$ cat src/rtl/twi_csr_pkg.sv
// Shared definitions for the two-wire master register block: register
// indices, event bit positions, reset values and per-register keep masks.
package twi_csr_pkg;

    localparam int DATA_W   = 32;
    localparam int EVT_N    = 5;
    localparam int NUM_REGS = 10;

    typedef enum logic [3:0] {
        RI_CLK_STD = 4'd0,
        RI_CLK_HS  = 4'd1,
        RI_CFG     = 4'd2,
        RI_CMD     = 4'd3,
        RI_ADDR    = 4'd4,
        RI_DLO     = 4'd5,
        RI_DHI     = 4'd6,
        RI_STS     = 4'd7,
        RI_MSK     = 4'd8,
        RI_BUSY    = 4'd9,
        RI_NONE    = 4'd15
    } reg_idx_e;

    localparam int EV_DONE = 0;

    localparam logic [DATA_W-1:0] CLK_RST   = 32'h0000_301F;
    localparam logic [DATA_W-1:0] CLK_KEEP  = 32'h0000_F3FF;
    localparam logic [DATA_W-1:0] CFG_RST   = 32'h0000_3302;
    localparam logic [DATA_W-1:0] CFG_KEEP  = 32'h0000_FFF3;
    localparam logic [DATA_W-1:0] CMD_KEEP  = 32'h0000_0377;
    localparam logic [DATA_W-1:0] ADDR_KEEP = 32'h0000_03FF;

    // Map a byte offset to a register index; misaligned or out-of-range gives RI_NONE.
    function automatic reg_idx_e decode_offset(input logic [31:0] off);
        if (off[1:0] != 2'b00 || off[31:2] >= 30'(NUM_REGS))
            return RI_NONE;
        return reg_idx_e'(off[5:2]);
    endfunction

endpackage

$ cat src/rtl/twi_csr_regs.sv
// Plain read/write storage of the register block: two clock registers,
// configuration, command, address, two data words and the interrupt mask.
// Assumes wr_sel is one-hot or zero; each store keeps only its defined bits.
module twi_csr_regs
    import twi_csr_pkg::*;
#(
    parameter int NCLK  = 2,
    parameter int NDATA = 2
) (
    input  logic                           clk,
    input  logic                           rst_n,
    input  logic [NUM_REGS-1:0]            wr_sel,
    input  logic [DATA_W-1:0]              wdata,
    output logic [NCLK-1:0][DATA_W-1:0]    clk_q,
    output logic [DATA_W-1:0]              cfg_q,
    output logic [DATA_W-1:0]              cmd_q,
    output logic [DATA_W-1:0]              addr_q,
    output logic [NDATA-1:0][DATA_W-1:0]   data_q,
    output logic [EVT_N-1:0]               mask_q
);

    // Clock registers, one per speed class.
    for (genvar g = 0; g < NCLK; g++) begin : g_clk
        // Hold filter and divider for this speed class.
        always_ff @(posedge clk) begin
            if (!rst_n)
                clk_q[g] <= CLK_RST;
            else if (wr_sel[int'(RI_CLK_STD) + g])
                clk_q[g] <= wdata & CLK_KEEP;
        end
    end

    // Transmit data words.
    for (genvar g = 0; g < NDATA; g++) begin : g_data
        // Hold one 32-bit data word.
        always_ff @(posedge clk) begin
            if (!rst_n)
                data_q[g] <= '0;
            else if (wr_sel[int'(RI_DLO) + g])
                data_q[g] <= wdata;
        end
    end

    // Configuration, command, address and mask storage.
    always_ff @(posedge clk) begin
        if (!rst_n) begin
            cfg_q  <= CFG_RST;
            cmd_q  <= '0;
            addr_q <= '0;
            mask_q <= '0;
        end else begin
            if (wr_sel[RI_CFG])  cfg_q  <= wdata & CFG_KEEP;
            if (wr_sel[RI_CMD])  cmd_q  <= wdata & CMD_KEEP;
            if (wr_sel[RI_ADDR]) addr_q <= wdata & ADDR_KEEP;
            if (wr_sel[RI_MSK])  mask_q <= wdata[EVT_N-1:0];
        end
    end

endmodule

$ cat src/rtl/twi_csr_events.sv
// Status, busy and interrupt logic. Latches engine events into sticky
// status bits with write-one-to-clear, where a set wins over a clear in
// the same cycle. Tracks busy from command write to done, raises a
// one-cycle start strobe and drives a level interrupt from status and mask.
module twi_csr_events
    import twi_csr_pkg::*;
(
    input  logic             clk,
    input  logic             rst_n,
    input  logic [EVT_N-1:0] evt,
    input  logic             sts_wr,
    input  logic [EVT_N-1:0] clr_bits,
    input  logic             cmd_wr,
    input  logic [EVT_N-1:0] mask,
    output logic [EVT_N-1:0] sts,
    output logic             busy,
    output logic             start,
    output logic             irq
);

    for (genvar i = 0; i < EVT_N; i++) begin : g_sts
        // Sticky status bit: event sets, write-one clears, set has priority.
        always_ff @(posedge clk) begin
            if (!rst_n)
                sts[i] <= 1'b0;
            else if (evt[i])
                sts[i] <= 1'b1;
            else if (sts_wr && clr_bits[i])
                sts[i] <= 1'b0;
        end
    end

    // Busy from command write until the done event; a new command wins.
    always_ff @(posedge clk) begin
        if (!rst_n)
            busy <= 1'b0;
        else if (cmd_wr)
            busy <= 1'b1;
        else if (evt[EV_DONE])
            busy <= 1'b0;
    end

    // Start strobe lasts one cycle after each command write.
    always_ff @(posedge clk) begin
        if (!rst_n)
            start <= 1'b0;
        else
            start <= cmd_wr;
    end

    // Level interrupt from enabled status bits.
    assign irq = |(sts & mask);

    AST_START_FOLLOWS_CMD: assert property (@(posedge clk) disable iff (!rst_n)
        cmd_wr |=> (start && busy));
    AST_START_NEEDS_CMD: assert property (@(posedge clk) disable iff (!rst_n)
        start |-> $past(cmd_wr));
    AST_DONE_CLEARS_BUSY: assert property (@(posedge clk) disable iff (!rst_n)
        (evt[EV_DONE] && !cmd_wr) |=> (!busy && sts[EV_DONE]));
    AST_EVENT_WINS: assert property (@(posedge clk) disable iff (!rst_n)
        (|evt) |=> ((sts & $past(evt)) == $past(evt)));
    AST_W1C_CLEARS: assert property (@(posedge clk) disable iff (!rst_n)
        sts_wr |=> ((sts & $past(clr_bits & ~evt)) == '0));
    AST_IRQ_MASKED: assert property (@(posedge clk) disable iff (!rst_n)
        (mask == '0) |-> !irq);

endmodule

$ cat src/rtl/twi_csr.sv
// Top of the two-wire master register block. Decodes word offsets into
// one-hot write selects, assembles combinational read data and splits the
// stored words into engine-facing fields. Assumes one access per cycle.
module twi_csr
    import twi_csr_pkg::*;
#(
    parameter int ADDR_W = 8
) (
    input  logic              clk,
    input  logic              rst_n,
    input  logic              bus_wr,
    input  logic [ADDR_W-1:0] bus_addr,
    input  logic [31:0]       bus_wdata,
    output logic [31:0]       bus_rdata,
    input  logic [4:0]        evt_flags,
    output logic              irq,
    output logic              start_pulse,
    output logic              busy,
    output logic [3:0]        std_filter,
    output logic [9:0]        std_div,
    output logic [3:0]        hs_filter,
    output logic [9:0]        hs_div,
    output logic [3:0]        arb_filter,
    output logic [3:0]        nak_limit,
    output logic              addr10_en,
    output logic [2:0]        master_code,
    output logic              arb_en,
    output logic              hs_en,
    output logic [1:0]        xfer_kind,
    output logic [2:0]        wr_count,
    output logic [2:0]        rd_count,
    output logic [9:0]        target_addr,
    output logic [31:0]       tx_lo,
    output logic [31:0]       tx_hi
);

    localparam int NCLK  = 2;
    localparam int NDATA = 2;

    reg_idx_e                     idx;
    logic [NUM_REGS-1:0]          wr_sel;
    logic [NCLK-1:0][DATA_W-1:0]  clk_q;
    logic [NDATA-1:0][DATA_W-1:0] data_q;
    logic [DATA_W-1:0]            cfg_q, cmd_q, addr_q;
    logic [EVT_N-1:0]             mask_q, sts_q;

    // Offset decode shared by read and write paths.
    assign idx = decode_offset(32'(bus_addr));

    for (genvar i = 0; i < NUM_REGS; i++) begin : g_sel
        assign wr_sel[i] = bus_wr && (idx == reg_idx_e'(4'(i)));
    end

    twi_csr_regs #(.NCLK(NCLK), .NDATA(NDATA)) u_regs (
        .clk    (clk),
        .rst_n  (rst_n),
        .wr_sel (wr_sel),
        .wdata  (bus_wdata),
        .clk_q  (clk_q),
        .cfg_q  (cfg_q),
        .cmd_q  (cmd_q),
        .addr_q (addr_q),
        .data_q (data_q),
        .mask_q (mask_q)
    );

    twi_csr_events u_events (
        .clk      (clk),
        .rst_n    (rst_n),
        .evt      (evt_flags),
        .sts_wr   (wr_sel[RI_STS]),
        .clr_bits (bus_wdata[EVT_N-1:0]),
        .cmd_wr   (wr_sel[RI_CMD]),
        .mask     (mask_q),
        .sts      (sts_q),
        .busy     (busy),
        .start    (start_pulse),
        .irq      (irq)
    );

    // Read mux: unmapped offsets return zero.
    always_comb begin
        unique case (idx)
            RI_CLK_STD: bus_rdata = clk_q[0];
            RI_CLK_HS:  bus_rdata = clk_q[1];
            RI_CFG:     bus_rdata = cfg_q;
            RI_CMD:     bus_rdata = cmd_q;
            RI_ADDR:    bus_rdata = addr_q;
            RI_DLO:     bus_rdata = data_q[0];
            RI_DHI:     bus_rdata = data_q[1];
            RI_STS:     bus_rdata = 32'(sts_q);
            RI_MSK:     bus_rdata = 32'(mask_q);
            RI_BUSY:    bus_rdata = 32'(busy);
            default:    bus_rdata = '0;
        endcase
    end

    // Field split toward the transfer engine.
    assign std_filter  = clk_q[0][15:12];
    assign std_div     = clk_q[0][9:0];
    assign hs_filter   = clk_q[1][15:12];
    assign hs_div      = clk_q[1][9:0];
    assign arb_filter  = cfg_q[15:12];
    assign nak_limit   = cfg_q[11:8];
    assign addr10_en   = cfg_q[7];
    assign master_code = cfg_q[6:4];
    assign arb_en      = cfg_q[1];
    assign hs_en       = cfg_q[0];
    assign xfer_kind   = cmd_q[9:8];
    assign wr_count    = cmd_q[6:4];
    assign rd_count    = cmd_q[2:0];
    assign target_addr = addr_q[9:0];
    assign tx_lo       = data_q[0];
    assign tx_hi       = data_q[1];

    AST_BUSY_WRITE_IGNORED: assert property (@(posedge clk) disable iff (!rst_n)
        (bus_wr && idx == RI_BUSY && !busy && evt_flags == '0) |=> (!busy && !start_pulse));

endmodule

$ cat config.mk
export PLATFORM = sky130hd
export DESIGN_NAME = twi_csr
export DESIGN_NICKNAME = d
export VERILOG_FILES = /design/src/rtl/twi_csr_pkg.sv /design/src/rtl/twi_csr_regs.sv /design/src/rtl/twi_csr_events.sv /design/src/rtl/twi_csr.sv
export SDC_FILE = /design/constraint.sdc
export NUM_CORES = 1
export LEC_CHECK = 0
export ABC_AREA = 0
export BUFFER_PORTS_ARGS = -buffer_cell sky130_fd_sc_hd__buf_4
export CAP_MARGIN = 20
export CELL_PAD_IN_SITES_DETAIL_PLACEMENT = 0
export CELL_PAD_IN_SITES_GLOBAL_PLACEMENT = 1
export CORE_MARGIN = 4
export CORE_UTILIZATION = 36
export CTS_BUF_LIST = sky130_fd_sc_hd__clkbuf_4 sky130_fd_sc_hd__clkbuf_8 sky130_fd_sc_hd__clkbuf_16
export DETAILED_ROUTE_END_ITERATION = 8
export PLACE_DENSITY_LB_ADDON = 0.1
export SYNTH_ARGS = -nofsm -noshare
export SYNTH_HDL_FRONTEND = slang
export SYNTH_SLANG_ARGS = --single-unit
$ cat constraint.sdc
create_clock -name clk -period 2.9 [get_ports clk]
set_input_delay 0.58 -clock clk [delete_from_list [all_inputs] [get_ports clk]]
set_output_delay 0.58 -clock clk [all_outputs]
set_load 0.05 [all_outputs]
### Word-level counts from Yosys, hierarchy flattened

Index checks and enable logic that the tools add are counted.

* muxes and demuxes: 16
* bitwise logic cells: 1
* reduce and logical (&&, ||, !) cells: 24
* eq/ne operators: 9
* multiply operators: 0
* add/sub/neg operators: 0
* magnitude comparators: 1
* div/mod/pow operators: 0
* shift-type cells: 0

Operators with widths (number)
* $pmux 32 s10: 1
* $eq 4x3->1 const B: 4
* $logic_and 1x1->1: 14
* $reduce_bool 2->1: 7
* $mux 1: 13
* $eq 4x2->1 const B: 2
* $eq 4x4->1 const B: 2
* $mux 4: 2
* $ge 6x4->1 const B: 1
* $and 5x5->5: 1
* $reduce_or 5->1: 1
* $eq 4x1->1 const B: 1
* $logic_not 4->1: 1
* $logic_or 1x1->1: 1

* memories: 0
* memory bits (writable): 0
* register bits after elaboration: 136
* bits in latches: 0
* memory bits (read-only): 0

### Logic depth before layout (Yosys ltp)

* depth after elaboration: 9
* gate-level depth with buffers: 7

### By module

A second synthesis with hierarchy kept.

* cell total of the unflattened synthesis: 852
* area, all modules: 8187.9 µm²

Modules (own cells, without submodules)
* twi_csr_regs: times used 1, area each 5713.0 µm², cells an instance 522
* twi_csr: times used 1, area each 2218.4 µm², cells an instance 307
* twi_csr_events: times used 1, area each 256.5 µm², cells an instance 23

### Worst setup path after synthesis

No wires, ideal clock.

* path kind: input-to-output
* start: input port bus_addr[4]
* end: output port bus_rdata[0]
* required time: 2.320 ns
* arrival: 2.781 ns
* stages on the path: 7
* path slack: -0.461 ns
* buffers on the path: 3
* cells stage by stage: buf_2 -> buf_1 -> clkbuf_1 -> nand2_1 -> nor2_1 -> nor4_1 -> o21ai_0

* longest elaborated chain between the ends: 6

Ends and longest elaborated chain
* start, declared: line twi_csr.sv:12 `input logic [ADDR_W-1:0] bus_addr,`
* $ge 6x4->1: line twi_csr_pkg.sv:34 `if (off[1:0] != 2'b00 || off[31:2] >= 30'(NUM_REGS))`
* $logic_or 1x1->1: line twi_csr_pkg.sv:34
* $mux 1: line twi_csr_pkg.sv:34
* $mux 4 *: line twi_csr_pkg.sv:36 `return reg_idx_e'(off[5:2]);`
* $eq 4x4->1 (tied with other cells): line twi_csr.sv:83 `unique case (idx)`
* $pmux 32 s10 *: line twi_csr.sv:83
* end, declared: line twi_csr.sv:14 `output logic [31:0] bus_rdata,`

Mark *: on every way between the ends. The rest lies on a longest branch, timed or not.

### Worst setup path in the final report

* start: input port bus_addr[7]
* end: output port bus_rdata[10]

* longest elaborated chain between the ends: 6

Ends and longest elaborated chain (line)
* $ge 6x4->1 *: twi_csr_pkg.sv:34
* $logic_or 1x1->1 *: twi_csr_pkg.sv:34
* $mux 1 *: twi_csr_pkg.sv:34
* $mux 4 *: twi_csr_pkg.sv:36
* $eq 4x4->1 (tied with other cells): twi_csr.sv:83
* $pmux 32 s10 *: twi_csr.sv:83

Marks and branches as above.

==> impl_metrics.py <==
metrics = {
    "timing": {
        "finalClockSkew_ps": 0,
        "setup_viol": 0,
        "fmax_mhz": 346,
        "slew_violations": 0,
        "hold_viol": 0,
        "slew-limit-headroom_pct": 56.1,
        "tightest_slew_ps": 654,
        "fin_crit_ps": 2890,
        "rsz0062_at_grt": "yes",
        "period_share_pct": 99.5,
        "setup_tns_ps": 0,
    },
    "synth": {
        "synth_top_flop_cell": "dfxtp_1",
        "synth_cell_types": 46,
        "syn_avg_cell_area_um2": 8.62,
        "synth_fp_nets": 726,
        "synth_top_area_share_pct": 46.6,
        "seq_area_frac_synth_pct": 46.6,
        "yosys_warnings": 0,
        "synth_most_common_cell": "dfxtp_1",
        "synth_common_cells": "136 x dfxtp_1, 117 x nand2_1, 90 x nand3_1",
        "yosys-top-cells-area": "dfxtp_1 47%, nand3_1 7.7%, nand2_1 7.5%",
        "synthArstFlopShare_pct": 0,
        "synth_edf_count": 0,
        "netlist_area_um2": 5840,
        "netlist_instances": 678,
        "synth_top_area_cell": "dfxtp_1",
        "synth_seq_cells": 136,
    },
    "pwr": {
        "leakage_nw": 3.57,
        "p_comb_share_pct": 6.2,
        "finalPower_w": 0.00414,
        "net-switching-power_w": 0.000968,
        "seq_power_share_pct": 45.5,
        "power_density_nw_per_um2": 495,
        "ir_worst_vdd_mv": 0.409,
        "internal_power_w": 0.00317,
        "clock_power_share_pct": 48.3,
        "p_sw_share_pct": 23.4,
    },
    "worst_setup_path": {
        "worstPathRequired_ps": 2320,
        "path_cells": "buf_6, or4_4, or3_4, nor2_4, buf_12, o2bb2ai_1, buf_4",
        "cp_max_fo": 18,
        "cp_top_family": "simple AND/OR/NAND/NOR gates",
        "cp.arrival_ps": 2310,
        "critPathKind": "in -> out",
        "start_kind": "input port",
        "max_stage_delay_ps": 590,
        "cp_slowest_cell": "or4_4",
        "crit_path_end_kind": "output pin",
        "cp_num_buf_inv": 3,
    },
    "global_routing": {
        "grt_use_total_pct": 22.6,
        "antenna_found_initial": 0,
        "grt_pass1_wl_mm": 32.2,
        "grt_max_degree": 49,
        "grt-ovfl-total": 0,
        "first_global_vias": 5699,
    },
    "floorplan": {
        "die_x_um": 135,
        "pin_count": 207,
        "core_area_um2": 15900,
        "initial_core_util_pct": 36.8,
        "rows": 46,
        "fp.dieH_um": 135,
        "dieArea_um2": 18300,
    },
    "detailed_routing": {
        "num_vias": 5855,
        "wirelength_mm": 20.9,
        "drc": 0,
        "drtIter0Drc": 440,
        "ant_nets": 0,
        "routedWlPerCell_um": 18.9,
        "drtPass1Iterations": 5,
        "avgViaCountPerCell": 5.30,
    },
    "placed_design": {
        "dp_cells": 1075,
        "io_buffer_count": 206,
        "dpl.hpwl_mm": 14.9,
        "finalWeightedCongestion": 0.847,
        "placed_cell_area_um2": 7750,
    },
    "flow_run": {
        "cap_violations": 0,
    },
    "cts": {
        "clock_latency_ps": 420,
        "h-tree-depth": 4,
        "path_clk_slew_ps": 60,
        "clockRootBuffer": "clkbuf_16",
        "cts_max_path_buffers": 2,
        "cts_tree": "done",
        "ctsHoldBuffers": 0,
        "cts_sinks": 136,
        "numCtsBuffers": 17,
    },
    "finish": {
        "final-instance-count-excl-fill": 1105,
        "n_fill_cell": 1536,
        "final_cell_area_um2": 8370,
        "syn_to_final_growth_pct": 43.1,
        "n_antenna_cell": 0,
        "layout.nets": 926,
        "drive_gt1_share_pct": 35.1,
        "post-route-util_pct": 52.7,
    },
    "hold_path": {
        "hold_class": "in -> reg",
    },
    "status": {
        "outcome": "finished, final reports clean",
    },
}
-- metrics by stage --
step | worst slack, ps | hold slack [ps]
floorplan | -242 | 464
global placement | -37.8 | 463
detailed placement | -47.3 | 469
CTS | -5.74 | 351
global route | -6.10 | 355
finish | 13.7 | 362
-- cells in the final DEF, fill, tap and decap left out, types with 3 or more instances in the layout --
cell,synthesis,layout
o21ai_1,32,33
o21a_1,5,5
a22o_1,17,8
o22ai_2,0,5
buf_4,1,222
inv_1,4,4
a21boi_0,5,5
mux2i_1,38,38
o2bb2ai_1,5,5
clkbuf_16,0,17
dfxtp_1,136,136
or4_1,4,3
a22o_4,0,8
a221oi_1,5,5
nor2b_1,3,3
o21ai_0,51,50
nand2_1,117,115
o22ai_1,9,4
clkinv_2,0,7
nor4_4,3,3
buf_6,9,15
a21oi_1,38,36
nand3_1,90,89
or4_4,4,5
nor2_1,10,8
and3_1,5,5
nand4_1,3,3
a22oi_1,3,3
mux2_2,5,5
nand2b_1,5,5
nor4_1,4,3
-- metal layers --
metal  GRT usage, %  vias up  share of wire, %
met5              0        -                 0
met4           7.33        0               1.8
met3           6.61       22               7.4
met1           28.4     2774                43
met2           37.4      222                48
li1               -     2837                 -
-- logic make-up (layout without fill, tap and decap cells) --
kind of cell	count (synthesis)	in the layout	share of synthesized area, %
mux	45	45	8.24
buf+inv	63	274	5.54
compound gates	179	179	18.3
simple gates	255	255	21.3
flops	136	136	46.6
-- registers in the layout, indices dropped and copies added, names as in the netlist --
name / flops
u_events.busy: 1
u_events.start: 1
u_events.sts: 5
u_regs.addr_q: 10
u_regs.cfg_q: 14
u_regs.clk_q: 28
u_regs.cmd_q: 8
u_regs.data_q: 64
u_regs.mask_q: 5
-- final timing paths --
check / from / to / slack (ps) / cells after the start
setup / recovery: bus_addr[7] / bus_rdata[10] / 10 / 7
hold / removal: evt_flags[4] / u_events.sts[4] / 360 / 2
setup reg to reg: u_events.sts[1] / u_events.sts[1] / 2110 / 2
hold reg to reg: u_regs.addr_q[6] / u_regs.addr_q[6] / 480 / 2
-- worst reg2reg max path, stage by stage, from the launching register on --
cell	delay, ps
dfxtp_1	390
a21boi_0	220
o21a_1	130
-- power by group through the flow --
stage / registers (W) / clock network [W] / logic (W)
after global routing: 0.00188 / 0.00212 / 0.000277
after global placement: 0.00192 / 0 / 0.000253
after CTS: 0.00188 / 0.00203 / 0.000257
final: 0.00188 / 0.00200 / 0.000258
after detailed placement: 0.00192 / 0 / 0.000254
after floorplan: 0.00193 / 0 / 0.000132
-- cell type report --
type,count,area [um^2],share of cell area [%]
clock buffer,20,454,5.43
timing repair buffer,239,1880,22.4
sequential,136,2720,32.5
inverter,5,18.8,0.224
clock inverter,10,81.3,0.972
multi-input combinational,479,2940,35.2
tap,216,270,3.23
-- timing repair --
item | in CTS | in global routing
resized for setup | 10 | 10
setup buffers | 0 | 0
pin swaps | 1 | 0
hold endpoints to repair | 0 | 0
gates cloned | 0 | 0
endpoints found under the setup margin | 25 | 19
No activity file was read; power rests on OpenSTA's default activity.
